===== src/rtl/ser_pkg.sv =====
package ser_pkg;
  localparam int SAMPLE_W = 14;
  localparam int HALF_W   = SAMPLE_W / 2;
  localparam int IDX_W    = $clog2(SAMPLE_W);
  localparam int HIDX_W   = $clog2(HALF_W);

  typedef struct packed {
    logic             loadWord;
    logic             oneLane;
    logic             muted;
    logic [IDX_W-1:0] slotIdx;
  } serStrobe_t;
endpackage


===== src/rtl/ser_ctrl.sv =====
module ser_ctrl
  import ser_pkg::*;
(
  input  logic       clk,
  input  logic       rstN,
  input  logic       slotEn,
  input  logic       cfgOneLane,
  output serStrobe_t strobes,
  output logic       frameMark,
  output logic       bitClk
);
  localparam logic [IDX_W-1:0] LastSlot = IDX_W'(SAMPLE_W - 1);
  localparam logic [IDX_W-1:0] HalfSlot = IDX_W'(HALF_W);

  logic [IDX_W-1:0] phase;
  logic [IDX_W-1:0] nextPhase;
  logic             activeOne;
  logic             muteR;
  logic             modeMismatch;
  logic             frameStart;
  logic             halfStart;

  assign nextPhase    = (phase == LastSlot) ? '0 : phase + 1'b1;
  assign frameStart   = (nextPhase == '0);
  assign halfStart    = (nextPhase == HalfSlot);
  assign modeMismatch = (cfgOneLane != activeOne);

  always_ff @(posedge clk) begin
    if (!rstN) begin
      phase     <= LastSlot;
      activeOne <= 1'b0;
      muteR     <= 1'b0;
    end else begin
      if (slotEn) phase <= nextPhase;
      if (slotEn && frameStart) begin
        activeOne <= cfgOneLane;
        muteR     <= 1'b0;
      end else if (modeMismatch) begin
        muteR <= 1'b1;
      end
    end
  end

  always_comb begin
    strobes.loadWord = slotEn && (frameStart || (!activeOne && halfStart));
    strobes.oneLane  = activeOne;
    strobes.muted    = muteR | modeMismatch;
    if (!activeOne && (phase >= HalfSlot))
      strobes.slotIdx = phase - HalfSlot;
    else
      strobes.slotIdx = phase;
  end

  assign frameMark = (phase < HalfSlot);
  assign bitClk    = ~phase[0];


  idle_hold_chk: assert property (@(posedge clk) disable iff (!rstN)
    !slotEn |=> ($stable(frameMark) && $stable(bitClk)));


  bit_toggle_chk: assert property (@(posedge clk) disable iff (!rstN)
    slotEn |=> (bitClk != $past(bitClk)));


  mode_boundary_chk: assert property (@(posedge clk) disable iff (!rstN)
    !$stable(activeOne) |-> ($past(slotEn) && (phase == '0)));
endmodule


===== src/rtl/ser_datapath.sv =====
module ser_datapath
  import ser_pkg::*;
(
  input  logic                clk,
  input  logic                rstN,
  input  serStrobe_t          strobes,
  input  logic [SAMPLE_W-1:0] sampleIn,
  input  logic                sampleOvr,
  input  logic                cfgOddEven,
  input  logic                cfgLaneSwap,
  input  logic                cfgOffsetBin,
  input  logic                cfgOvrOnLsb,
  output logic                lane0,
  output logic                lane1
);
  logic [SAMPLE_W-1:0] fmtWord;
  logic [SAMPLE_W-1:0] holdWord;
  logic                holdOdd;
  logic                holdSwap;
  logic [HALF_W-1:0]   seqLo, seqHi, evenBits, oddBits;
  logic [HIDX_W-1:0]   halfIdx;
  logic                bitA, bitB;

  always_comb begin
    fmtWord = sampleIn;
    fmtWord[SAMPLE_W-1] = sampleIn[SAMPLE_W-1] ^ cfgOffsetBin;
    if (cfgOvrOnLsb) fmtWord[0] = sampleOvr;
  end

  always_ff @(posedge clk) begin
    if (!rstN) begin
      holdWord <= '0;
      holdOdd  <= 1'b0;
      holdSwap <= 1'b0;
    end else if (strobes.loadWord) begin
      holdWord <= fmtWord;
      holdOdd  <= cfgOddEven;
      holdSwap <= cfgLaneSwap;
    end
  end

  for (genvar k = 0; k < HALF_W; k++) begin : g_lanemap
    assign seqLo[k]    = holdWord[k];
    assign seqHi[k]    = holdWord[k + HALF_W];
    assign evenBits[k] = holdWord[2*k];
    assign oddBits[k]  = holdWord[2*k + 1];
  end

  assign halfIdx = strobes.slotIdx[HIDX_W-1:0];

  always_comb begin
    if (strobes.oneLane) begin
      bitA = holdWord[strobes.slotIdx];
      bitB = 1'b0;
    end else if (holdOdd) begin
      bitA = evenBits[halfIdx];
      bitB = oddBits[halfIdx];
    end else begin
      bitA = seqLo[halfIdx];
      bitB = seqHi[halfIdx];
    end
    if (strobes.muted) begin
      lane0 = 1'b0;
      lane1 = 1'b0;
    end else if (holdSwap && !strobes.oneLane) begin
      lane0 = bitB;
      lane1 = bitA;
    end else begin
      lane0 = bitA;
      lane1 = bitB;
    end
  end


  hold_stable_chk: assert property (@(posedge clk) disable iff (!rstN)
    !strobes.loadWord |=> ($stable(holdWord) && $stable(holdOdd) && $stable(holdSwap)));
endmodule


===== src/rtl/ser_lane_serializer.sv =====
module ser_lane_serializer
  import ser_pkg::*;
(
  input  logic                clk,
  input  logic                rstN,
  input  logic                slotEn,
  input  logic [SAMPLE_W-1:0] sampleIn,
  input  logic                sampleOvr,
  input  logic                cfgOneLane,
  input  logic                cfgOddEven,
  input  logic                cfgLaneSwap,
  input  logic                cfgOffsetBin,
  input  logic                cfgOvrOnLsb,
  output logic                lane0,
  output logic                lane1,
  output logic                frameMark,
  output logic                bitClk
);
  serStrobe_t strobes;

  ser_ctrl u_ctrl (
    .clk        (clk),
    .rstN       (rstN),
    .slotEn     (slotEn),
    .cfgOneLane (cfgOneLane),
    .strobes    (strobes),
    .frameMark  (frameMark),
    .bitClk     (bitClk)
  );

  ser_datapath u_dp (
    .clk          (clk),
    .rstN         (rstN),
    .strobes      (strobes),
    .sampleIn     (sampleIn),
    .sampleOvr    (sampleOvr),
    .cfgOddEven   (cfgOddEven),
    .cfgLaneSwap  (cfgLaneSwap),
    .cfgOffsetBin (cfgOffsetBin),
    .cfgOvrOnLsb  (cfgOvrOnLsb),
    .lane0        (lane0),
    .lane1        (lane1)
  );


  one_lane_quiet_chk: assert property (@(posedge clk) disable iff (!rstN)
    (strobes.oneLane && $past(strobes.oneLane)) |-> !lane1);
endmodule


===== config.mk =====
export PLATFORM = sky130hd
export DESIGN_NAME = ser_lane_serializer
export DESIGN_NICKNAME = d
export VERILOG_FILES = /design/src/rtl/ser_pkg.sv /design/src/rtl/ser_ctrl.sv /design/src/rtl/ser_datapath.sv /design/src/rtl/ser_lane_serializer.sv
export SDC_FILE = /design/constraint.sdc
export NUM_CORES = 1
export LEC_CHECK = 0
export ABC_CLOCK_PERIOD_IN_PS = 2950
export BUFFER_PORTS_ARGS = -buffer_cell sky130_fd_sc_hd__buf_2
export CORE_ASPECT_RATIO = 1.75
export CORE_MARGIN = 3
export CORE_UTILIZATION = 30
export CTS_CLUSTER_SIZE = 12
export DETAILED_ROUTE_END_ITERATION = 10
export GPL_TIMING_DRIVEN = 0
export HOLD_SLACK_MARGIN = 0.1
export PLACE_DENSITY = 0.57
export SETUP_SLACK_MARGIN = 0.05
export SLEW_MARGIN = 10
export SYNTH_ARGS = -nofsm -noshare
export SYNTH_HDL_FRONTEND = slang
export SYNTH_SLANG_ARGS = --single-unit

===== constraint.sdc =====
create_clock -name clk -period 2.95 [get_ports clk]
set_input_delay 0.295 -clock clk [delete_from_list [all_inputs] [get_ports clk]]
set_output_delay 0.295 -clock clk [all_outputs]
set_load 0.1 [all_outputs]

==> summary.md, run 1 <==
| Metric | Value |
|---|---|
| Die Y | `around 100 µm` |
| Cell Rows | `35` |
| Fill cell count | `545` |
| Maximum vdd drop | `approximately 0.23 mV` |
| WL final | `4060 µm` |
| Min-Delay Endpoint | `u_dp.holdWord[2]` |
| Commonest non-fill, non-tap cell in the layout | `buf_2` |
| Buf/Inv on CP | `4` |
| Vias in the first global route | `roughly 1.4k` |
| Fin crit period | `2.91 ns` |
| Clock Latency Late Sink | `about 0.27 ns` |
| Crit share post-route | `0.986` |
| MaxCap Viol Count | `0` |
| Vias per inst | `a little over 5` |
| Worst Setup Path Type | `reg2out` |
| Die width | `about 62 µm` |
| H-tree levels | `1` |
| Initial DRC count | `18` |
| Hold_sp | `rstN` |
| Syn_nets | `204` |
| Routed Antenna Nets | `0` |
| Cell total after placement | `278` |
| Slew margin rel. | `0.657` |
| Initial antenna violation count | `0` |
| Total track usage | `0.132` |
| Post-Synthesis Cells | `approximately 180` |
| Clock Tree Root | `clkbuf_8` |
| Post-Synthesis Cell Area | `1660 µm²` |
| Clock Sinks | `22` |
| Global-route wire length before repair | `slightly below 7000 µm` |
| Setup ws final | `0.0400 ns` |
| Main synth FF type | `dfxtp_1` |
| Dpl hpwl | `roughly 3100 µm` |
| Core area | `around 5300 µm²` |
| Pins Over Slew Limit | `0` |
| Clock share of power | `0.184` |
| Most used cell, CP | `buf_6` |
| Drt drc | `0` |
| Worst-path cell chain | `buf_12 -> clkinvlp_4 -> ha_4 -> buf_6 -> nor2_1 -> mux4_2 -> o21a_1 -> o31ai_4 -> o2111ai_1 -> o211ai_1 -> buf_6` |
| Crit-path max FO | `6` |
| Hold Vio Cnt, Final | `0` |
| Worst-margin pin slew | `0.502 ns` |
| Die Footprint | `6510 µm²` |
| WHS Path Cells | `2` |
| WL per Instance | `around 14 µm` |
| CP max stage delay | `around 0.46 ns` |
| # nets final | `between 200 and 250` |
| Fmax | `approximately 0.34 GHz` |
| Num CTS Buffers | `3` |
| Top-Level Pins | `27` |
| Commonest non-fill, non-tap cells in the layout | `26 x buf_2, 21 x mux2i_1, 21 x dfxtp_1` |
| Final Skew | `roughly 0.0043 ns` |
| Gp weighted congestion | `roughly 0.81` |
| Fin cells | `around 290` |
| Seq/Total Area, Yosys | `0.265` |
| Detailed Routing Iterations Pass 1 | `4` |
| Worst slack at placement | `-0.133 ns` |
| Area delta synth->final | `31.0%` |
| Yosys Warn Count | `0` |
| CP Launch Type | `flip-flop` |
| Placed Area | `roughly 1900 µm²` |
| Reg clk slew, reported paths | `about 0.080 ns` |
| Pint | `between 0.7 and 0.8 mW` |
| Outcome | `complete, no violations` |
| # diodes | `0` |
| CTS Buffer Depth | `2` |
| EDFF count, synth | `0` |
| Cell family with most CP delay | `compound AO/OA/AOI/OAI gates` |
| GRT overflow | `0` |
| Sw Share | `0.397` |
| PortBufs | `26` |
| Initial Util | `0.314` |
| Async SR Flop Fraction | `0` |
| Worst Path Required | `~2.7 ns` |
| Critical R2R Capture | `u_dp.holdWord[11]` |
| Post-synthesis register bit count | `22` |
| Post-route cell area | `~2200 µm²` |
| Logic pwr share | `0.521` |
| Sw Pwr | `between 0.4 and 0.5 mW` |
| RSZ-0062 raised after global routing | `yes` |
| Pin count of the biggest net entering global routing | `13` |
| Worst r2r src | `u_ctrl.phase[1]` |
| Tightest Hold Check Type | `in2reg` |
| Static Leakage | `around 0.84 nW` |
| Final Setup Violations | `0` |
| Via count | `around 1.5k` |
| Slowest cell on crit path | `mux4_2` |
| WP data arrival | `about 2.6 ns` |
| Setup slack, reg-to-reg | `~0.72 ns` |
| Syn_area_per_cell | `about 9.3 µm²` |
| Seq pwr share | `0.295` |
| Power density cells | `roughly 570 nW/µm²` |
| Netlist cell types | `between 50 and 60` |
| Crit end category | `primary output` |
| CTS tree | `built` |
| Share of layout cells above drive strength 1 | `0.373` |
| Worst R2R Path Depth | `10` |
## final cells by class
class / count / area (µm²) / area share
Multi-Input combinational cell: 141 / 1240 / 0.571
Sequential cell: 22 / 444 / 0.204
Timing Repair Buffer: 35 / 223 / 0.102
Buffer: 11 / 101 / 0.0465
Tap cell: 74 / 92.6 / 0.0425
Clock buffer: 4 / 55.1 / 0.0253
Inverter: 4 / 18.8 / 0.00861
## cell usage after synthesis (2+ instances only)
cell type / n / area share
mux4_2: 3 / 0.041
nand3_1: 2 / 0.0060
inv_1: 3 / 0.0068
xnor2_1: 3 / 0.016
mux2_2: 3 / 0.020
clkbuf_1: 2 / 0.0045
o21ai_0: 6 / 0.018
o211a_1: 2 / 0.012
a211oi_1: 3 / 0.014
buf_2: 4 / 0.012
o211ai_1: 3 / 0.014
a2111oi_0: 2 / 0.011
a31oi_1: 3 / 0.011
mux2i_1: 22 / 0.13
a21oi_1: 3 / 0.0090
o31ai_1: 2 / 0.0090
nor2b_1: 22 / 0.083
a22oi_1: 3 / 0.014
nand2_1: 11 / 0.025
and3_1: 3 / 0.011
nor2_1: 10 / 0.023
o2111ai_1: 2 / 0.011
nand2b_1: 2 / 0.0075
ha_1: 3 / 0.023
or3_1: 2 / 0.0075
a32oi_4: 2 / 0.033
buf_6: 3 / 0.020
dfxtp_1: 22 / 0.26
## metal layers
metal,GRT usage,vias up,wire (µm)
li1,-,742,-
met1,0.144,703,1610
met2,0.243,33,2190
met3,0.0173,12,133
met4,0.0679,0,129
met5,0,-,0
## cells by family (layout without fill, tap and decap cells)
logic type | after synthesis | count (layout) | share of synthesized area
compound gates | 42 | 42 | 0.210
xor+xnor | 4 | 4 | 0.0211
fa+ha+maj | 3 | 3 | 0.0226
buf+inv | 15 | 54 | 0.0594
flops | 22 | 22 | 0.265
mux | 30 | 30 | 0.209
simple gates | 62 | 62 | 0.214
## per-stage QoR
step | power, mW | hold slack (ns) | TNS [ns] | utilization
floorplan | 0.802 | 0.403 | -1.68 | -
global placement | 0.905 | 0.521 | -0.203 | 0.363
detailed placement | 0.911 | 0.529 | -0.211 | 0.363
CTS | 1.19 | 0.274 | 0 | 0.393
global route | 1.31 | 0.280 | -0.160 | 0.411
finish | 1.24 | 0.274 | 0 | 0.411
## worst max path at each step
stage | depth (start not counted) | from | slack, ns | endpoint
floorplan | 9 | u_ctrl.phase[0] | -1.11 | lane0
global placement | 9 | u_ctrl.phase[1] | -0.13 | lane0
detailed placement | 11 | u_ctrl.phase[0] | -0.13 | lane0
CTS | 11 | u_ctrl.phase[0] | 0.008 | lane0
global route | 10 | u_ctrl.activeOne | -0.09 | lane0
finish | 11 | u_ctrl.phase[0] | 0.04 | lane0
## flip-flops by register name, indices dropped and copies added, names as in the netlist
signal	cells
u_ctrl.muteR	1
u_ctrl.phase	4
u_dp.holdOdd	1
u_dp.holdSwap	1
u_ctrl.activeOne	1
u_dp.holdWord	14
## power by group through the flow
| stage | Clock [mW] | Combinational [mW] | Sequential, mW |
|---|---|---|---|
| floorplan | 0 | 0.442 | 0.359 |
| global placement | 0 | 0.536 | 0.369 |
| detailed placement | 0 | 0.541 | 0.370 |
| CTS | 0.234 | 0.588 | 0.364 |
| global route | 0.246 | 0.694 | 0.371 |
| finish | 0.227 | 0.644 | 0.364 |
## repair_timing
action,4_1_cts,5_1_grt
setup endpoints to repair,2,2
pin swaps,7,11
hold buffers,0,0
gates resized for setup,15,14
buffers inserted,5,4
(Power assumes the default switching activity.)
==> run 2, diff against run 1 <==
- ABC_CLOCK_PERIOD_IN_PS: 2950 -> 3500
- clock period: 2.95 -> 3.5 ns (I/O delays scaled with it)
==> run 2 against run 1 <==
Net effect:
- worst setup slack gained 0.17 ns
- register-to-register slack gained 0.59 ns
- clock skew is essentially flat
- final cell count shrank 3.1%
- non-clock buffer count shrank 9
- design area shrank 8.4%
- critical path type unchanged
- largest cell class unchanged
==> summary.md, run 2 (synthesis gave the netlist of run 1 again) <==
| Metric | Value |
|---|---|
| Via count | `1,425` |
| Max reg flops | `14` |
| Share of layout cells above drive strength 1 | `0.303` |
| Largest Register | `u_dp.holdWord` |
| Setup slack, reg-to-reg | `about 1.3 ns` |
| Area delta synth->final | `20.0%` |
| Total track usage | `0.128` |
| CP Launch Point | `u_ctrl.phase[0]` |
| Power, Total | `0.961 mW` |
| Final Setup Violations | `0` |
| Static Leakage | `~0.78 nW` |
| Post-route cell area | `roughly 2000 µm²` |
| Clock Latency Late Sink | `0.27 ns` |
| Critical R2R Capture | `u_dp.holdWord[11]` |
| Drt drc | `0` |
| Gp weighted congestion | `between 0.8 and 0.9` |
| Crit share post-route | `0.939` |
| Hold Vio Cnt, Final | `0` |
| Setup bufs post-CTS | `0` |
| Worst Setup Path Type | `reg2out` |
| Global-route wire length before repair | `about 6700 µm` |
| # diodes | `0` |
| CP Launch Type | `flip-flop` |
| Power density cells | `481 nW/µm²` |
| WL final | `3950 µm` |
| Placed Area | `~1900 µm²` |
| Worst-margin pin slew | `0.493 ns` |
| Crit end category | `primary output` |
| Top-Level Pins | `27` |
| # nets final | `between 200 and 250` |
| Commonest non-fill, non-tap cell in the layout | `buf_2` |
| Pin count of the biggest net entering global routing | `13` |
| Clock Sinks | `22` |
| Reg clk slew, reported paths | `around 0.08 ns` |
| Vias per inst | `5.05` |
| Detailed Routing Iterations Pass 1 | `4` |
| H-tree levels | `1` |
| Fmax | `approximately 0.30 GHz` |
| Vias in the first global route | `1,376` |
| Tightest Hold Check Type | `in2reg` |
| Core area | `approximately 5300 µm²` |
| Crit-path max FO | `10` |
| Maximum vdd drop | `about 0.19 mV` |
| Fill cell count | `566` |
| Die width | `62.3 µm` |
| Commonest non-fill, non-tap cells in the layout | `27 x buf_2, 21 x nor2b_1, 21 x mux2i_1, 21 x dfxtp_1, 11 x nand2_1` |
| GRT overflow | `0` |
| Die Footprint | `around 6500 µm²` |
| Crit path capture | `lane1` |
| Num CTS Buffers | `3` |
| Slowest cell on crit path | `dfxtp_2` |
| WP data arrival | `2.94 ns` |
| Worst-path cell chain | `buf_6 -> clkinvlp_4 -> ha_4 -> nor2b_4 -> a32oi_4 -> and3_1 -> a211o_1 -> a31oi_1 -> o22ai_2 -> clkbuf_4` |
| Post-CTS Hold Fix Bufs | `0` |
| CTS tree | `built` |
| FF+latch area | `around 440 µm²` |
| Clock Tree Root | `clkbuf_8` |
| Initial Util | `0.314` |
| Dpl hpwl | `3090 µm` |
| Outcome | `complete, no violations` |
| Initial DRC count | `15` |
| CP max stage delay | `between 0.3 and 0.4 ns` |
| Final Skew | `~0.0045 ns` |
| RSZ-0062 raised after global routing | `no` |
| Worst R2R Path Depth | `10` |
| Slew margin rel. | `0.665` |
| CTS Buffer Depth | `2` |
| Fin crit period | `3.29 ns` |
| Initial antenna violation count | `0` |
| PortBufs | `26` |
| Routed Antenna Nets | `0` |
| WL per Instance | `14.0 µm` |
| Pins Over Slew Limit | `0` |
| Cell Rows | `35` |
| Footprint of the multi-input gates | `around 1200 µm²` |
| Worst Path Required | `3.15 ns` |
| Top flop regs | `u_dp.holdWord: 14 flops, u_ctrl.phase: 4 flops` |
| Die Y | `approximately 100 µm` |
| MaxCap Viol Count | `0` |
| Worst r2r src | `u_ctrl.phase[1]` |
## run 2: cell count changes in the layout (fill, tap and decap cells not counted), sizes merged
| cell | change |
|---|---|
| buf | -9 |
## run 2: area by class of cell
class | count | area share
Multi-Input combinational cell | 141 | 0.581
Sequential cell | 22 | 0.221
Timing Repair Buffer | 26 | 0.0695
Tap cell | 74 | 0.0464
Buffer | 11 | 0.0451
Clock buffer | 4 | 0.0276
Inverter | 4 | 0.00940
## run 2: power breakdown
group / total (mW) / internal [mW] / switching, mW / leakage [nW]
clock: 0.190 / 0.101 / 0.0891 / 0.0288
sequential: 0.306 / 0.279 / 0.0275 / 0.180
combinational: 0.465 / 0.198 / 0.267 / 0.570
total: 0.961 / 0.577 / 0.383 / 0.779
## run 2: metal layers
| layer | global-route usage | vias to the layer above | share of wire | wire, µm |
|---|---|---|---|---|
| met5 | 0 | - | 0 | 0 |
| met4 | 0.0664 | 0 | 0.029 | 114 |
| met3 | 0.0151 | 8 | 0.024 | 93 |
| met2 | 0.226 | 21 | 0.54 | 2130 |
| met1 | 0.149 | 668 | 0.41 | 1610 |
| li1 | - | 728 | - | - |
## run 2: how the worst min path moves through the flow
stage,from,to,slack [ns],depth (start not counted)
floorplan,slotEn,u_ctrl.phase[0],0.46,1
global placement,u_dp.holdWord[13],u_dp.holdWord[13],0.52,1
detailed placement,u_dp.holdWord[13],u_dp.holdWord[13],0.53,1
CTS,sampleIn[3],u_dp.holdWord[3],0.33,3
global route,sampleIn[7],u_dp.holdWord[7],0.34,3
finish,rstN,u_dp.holdWord[2],0.33,2
## run 2: critical path: cells and delay by family (launching register included)
family                     cells  cell delay, ns
AOI/OAI and AO/OA              4            0.81
adders and majority gates      1            0.36
buffers and inverters          3            0.67
DFF                            1            0.39
and+or+nand+nor                2            0.43
## run 2: stage by stage
step / worst slack (ns) / utilization / TNS [ns] / hold slack, ns / std cells
floorplan: -0.618 / - / -0.691 / 0.458 / 178
global placement: 0.363 / 0.363 / 0 / 0.521 / 278
detailed placement: 0.362 / 0.363 / 0 / 0.529 / 278
CTS: 0.109 / 0.374 / 0 / 0.329 / 282
global route: 0.0522 / 0.377 / 0 / 0.336 / 282
finish: 0.212 / 0.377 / 0 / 0.327 / 282
## run 2: repair_timing
| action | in CTS | in global routing |
|---|---|---|
| endpoints found under the setup margin | 1 | 2 |
| pin swaps | 0 | 1 |
| resized for setup | 1 | 5 |
==> run 3, diff against run 2 <==
- SYNTH_HIERARCHICAL: not set -> 1
==> run 3 against run 2 <==
Net effect:
- total power is 7.9% lower
- critical endpoint is now lane0
- synthesized cell count is 10% lower
- maximum frequency barely moved
==> summary.md, run 3 <==
| Metric | Value |
|---|---|
| Outcome | `complete, no violations` |
| Simple-Gate Fraction of Synth Area | `0.256` |
| Synthesized-area fraction occupied by xor and xnor cells | `0.0179` |
| Commonest non-fill, non-tap cells in the layout | `27 x buf_2, 22 x mux2i_1, 20 x nor2b_1, 20 x dfxtp_1, 12 x nand2_1` |
| CTS Buffer Depth | `2` |
| CP Launch Point | `u_ctrl/phase[0]` |
| Setup ws final | `approximately 0.21 ns` |
| Global-route wire length before repair | `roughly 5400 µm` |
| Post-CTS Hold Fix Bufs | `0` |
| Total track usage | `0.119` |
| Clock Sinks | `22` |
| Power, Total | `0.885 mW` |
| Cell Rows | `33` |
| Clock Latency Late Sink | `around 0.27 ns` |
| Footprint of the multi-input gates | `1010 µm²` |
| H-tree levels | `1` |
| Buf/Inv on CP | `2` |
| RSZ-0062 raised after global routing | `yes` |
| WL final | `3380 µm` |
| Slew margin rel. | `0.617` |
| Static Leakage | `around 0.70 nW` |
| # diodes | `0` |
| Post-Synthesis Cells | `between 150 and 200` |
| Grt peak-use layer | `met2` |
| Worst Setup Path Type | `reg2out` |
| Crit-path max FO | `10` |
| PortBufs | `25` |
| FF+latch area | `about 440 µm²` |
| Synth Area in Compound Gates | `0.172` |
| Share of layout cells above drive strength 1 | `0.296` |
| Top cells by count, synth | `22 x dfxtp_1, 22 x mux2i_1, 20 x nor2b_1, 12 x nand2_1` |
| Die Y | `about 100 µm` |
| Core area | `around 4700 µm²` |
| Initial DRC count | `21` |
| WP data arrival | `slightly below 3 ns` |
| Top flop regs | `u_dp/holdWord: 14 flops, u_ctrl/phase: 4 flops` |
| Top cell type's share of synthesized area | `0.301` |
| Crit share post-route | `0.939` |
| Final Setup Violations | `0` |
| Top-Level Pins | `27` |
| MaxCap Viol Count | `0` |
| Tightest Hold Check Type | `in2reg` |
| WL per Instance | `between 10 and 15 µm` |
| Routed Antenna Nets | `0` |
| Cell family with most CP delay | `simple AND/OR/NAND/NOR gates` |
| Gp weighted congestion | `between 0.8 and 0.9` |
| Final Skew | `0.00211 ns` |
| Post-Synthesis Cell Area | `between 1000 and 1500 µm²` |
| Area delta synth->final | `22.4%` |
| Final Util | `0.381` |
| Hold_sp | `sampleIn[9]` |
| Worst slack at placement | `0.314 ns` |
| Commonest non-fill, non-tap cell in the layout | `buf_2` |
| Dpl hpwl | `roughly 2700 µm` |
| Vias in the first global route | `about 1.2k` |
| Max reg flops | `14` |
| Fin crit period | `3.29 ns` |
| Slowest cell on crit path | `nor4b_1` |
| CTS tree | `built` |
| Fmax | `roughly 0.30 GHz` |
| Placed Area | `between 1500 and 2000 µm²` |
| Initial Util | `0.311` |
| Reg clk slew, reported paths | `about 0.08 ns` |
| Hold Vio Cnt, Final | `0` |
| Num CTS Buffers | `3` |
| Worst-path cell chain | `ha_4 -> a21oi_4 -> nor2_4 -> xnor2_2 -> buf_2 -> nand3b_1 -> o211ai_1 -> nor4b_1 -> nor2_1 -> a311oi_4 -> clkbuf_4` |
| Die width | `roughly 59 µm` |
| EDFF count, synth | `0` |
| # nets final | `around 220` |
| Worst Path Required | `~3.2 ns` |
| CP Launch Type | `flip-flop` |
| Power density cells | `494 nW/µm²` |
| Die Footprint | `between 5000 and 6000 µm²` |
| Met3 Use GR | `0.0170` |
| GRT overflow | `0` |
| Syn_area_per_cell | `just over 9 µm²` |
| Yosys Warn Count | `6` |
| Top cells by area, synth | `dfxtp_1 30%, mux2i_1 15%, nor2b_1 8.5%` |
| Largest Register | `u_dp/holdWord` |
| Initial antenna violation count | `0` |
| Met1 Usage GRT | `0.130` |
| GR Util met2 | `0.214` |
| Netlist cell types | `just over 50` |
| Detailed Routing Iterations Pass 1 | `4` |
| Area leader, netlist | `dfxtp_1` |
| Worst r2r src | `u_ctrl/phase[1]` |
| Post-synthesis register bit count | `22` |
| Clock Tree Root | `clkbuf_8` |
| Crit end category | `primary output` |
| Pin count of the biggest net entering global routing | `15` |
| Drt drc | `0` |
| Syn_nets | `between 150 and 200` |
| CP max stage delay | `roughly 0.39 ns` |
| Vias per inst | `5.20` |
| Seq/Total Area, Yosys | `0.301` |
| Largest family of logic cells by synthesized area | `simple AND/OR/NAND/NOR gates` |
| Main synth FF type | `dfxtp_1` |
| Async SR Flop Fraction | `0` |
| Pins Over Slew Limit | `0` |
| Fill cell count | `517` |
| Proportion of synthesized area in mux cells | `0.189` |
| Adder-Cell Fraction of Synth Area | `0.0171` |
| Worst-margin pin slew | `between 0.5 and 0.6 ns` |
| Maximum vdd drop | `about 0.3 mV` |
| Post-route cell area | `between 1500 and 2000 µm²` |
| Via count | `approximately 1.3k` |
## run 3: changes by cell type after synthesis, moves of 3 or more
cell,change
and3_1,-3
a211oi_1,-3
o21ai_0,-3
nor2_1,-5
buf_6,-3
## run 3: through the flow
| step | cells | setup TNS (ns) | hold slack (ns) |
|---|---|---|---|
| 3_3_place_gp | 237 | 0 | 0.493 |
| 2_1_floorplan | 160 | -0.303 | 0.439 |
| 5_1_grt | 241 | 0 | 0.331 |
| 3_5_place_dp | 237 | 0 | 0.499 |
| 4_1_cts | 241 | 0 | 0.334 |
| 6_report | 241 | 0 | 0.337 |
## run 3: what timing repair did
action,in CTS,in global routing
resized for setup,1,3
setup buffers,0,0
endpoints found under the setup margin,1,2
## run 3: worst paths after layout
kind	to	slack [ns]	cells after the start
setup / recovery	lane0	0.21	11
hold / removal	u_dp/holdWord[9]	0.34	3
setup reg to reg	u_dp/holdWord[8]	0.67	10
hold reg to reg	u_dp/holdWord[0]	0.52	1
## run 3: per-layer routing
metal | up-vias | part of all wire
met4 | 0 | 0.028
li1 | 644 | -
met3 | 10 | 0.033
met1 | 572 | 0.41
met5 | - | 0
met2 | 28 | 0.53
## run 3: worst reg2reg max path: stages (launching register included)
cell	delay, ns
dfxtp_2	0.41
inv_1	0.07
ha_1	0.22
a21oi_1	0.19
mux2i_1	0.13
or4_1	0.47
a21oi_1	0.14
buf_2	0.29
buf_1	0.50
mux2i_1	0.25
nor2b_1	0.06
## run 3: final cells by class
cell class / instances / share of cell area
multi-input cells: 123 / 0.565
flip-flops and latches: 22 / 0.247
repair buffers: 25 / 0.0726
well taps: 52 / 0.0363
plain buffers: 9 / 0.0265
clock buffers: 3 / 0.0230
clock inverters: 1 / 0.0168
inverters: 6 / 0.0126
## run 3: kinds of logic after synthesis
logic type	Yosys count
compound gates	30
xor+xnor	3
fa+ha+maj	2
buf+inv	15
flops	22
mux	25
simple gates	63
## run 3: power breakdown
group | switching [mW] | internal, mW
Combinational | 0.198 | 0.143
Clock | 0.0891 | 0.153
Sequential | 0.0272 | 0.275
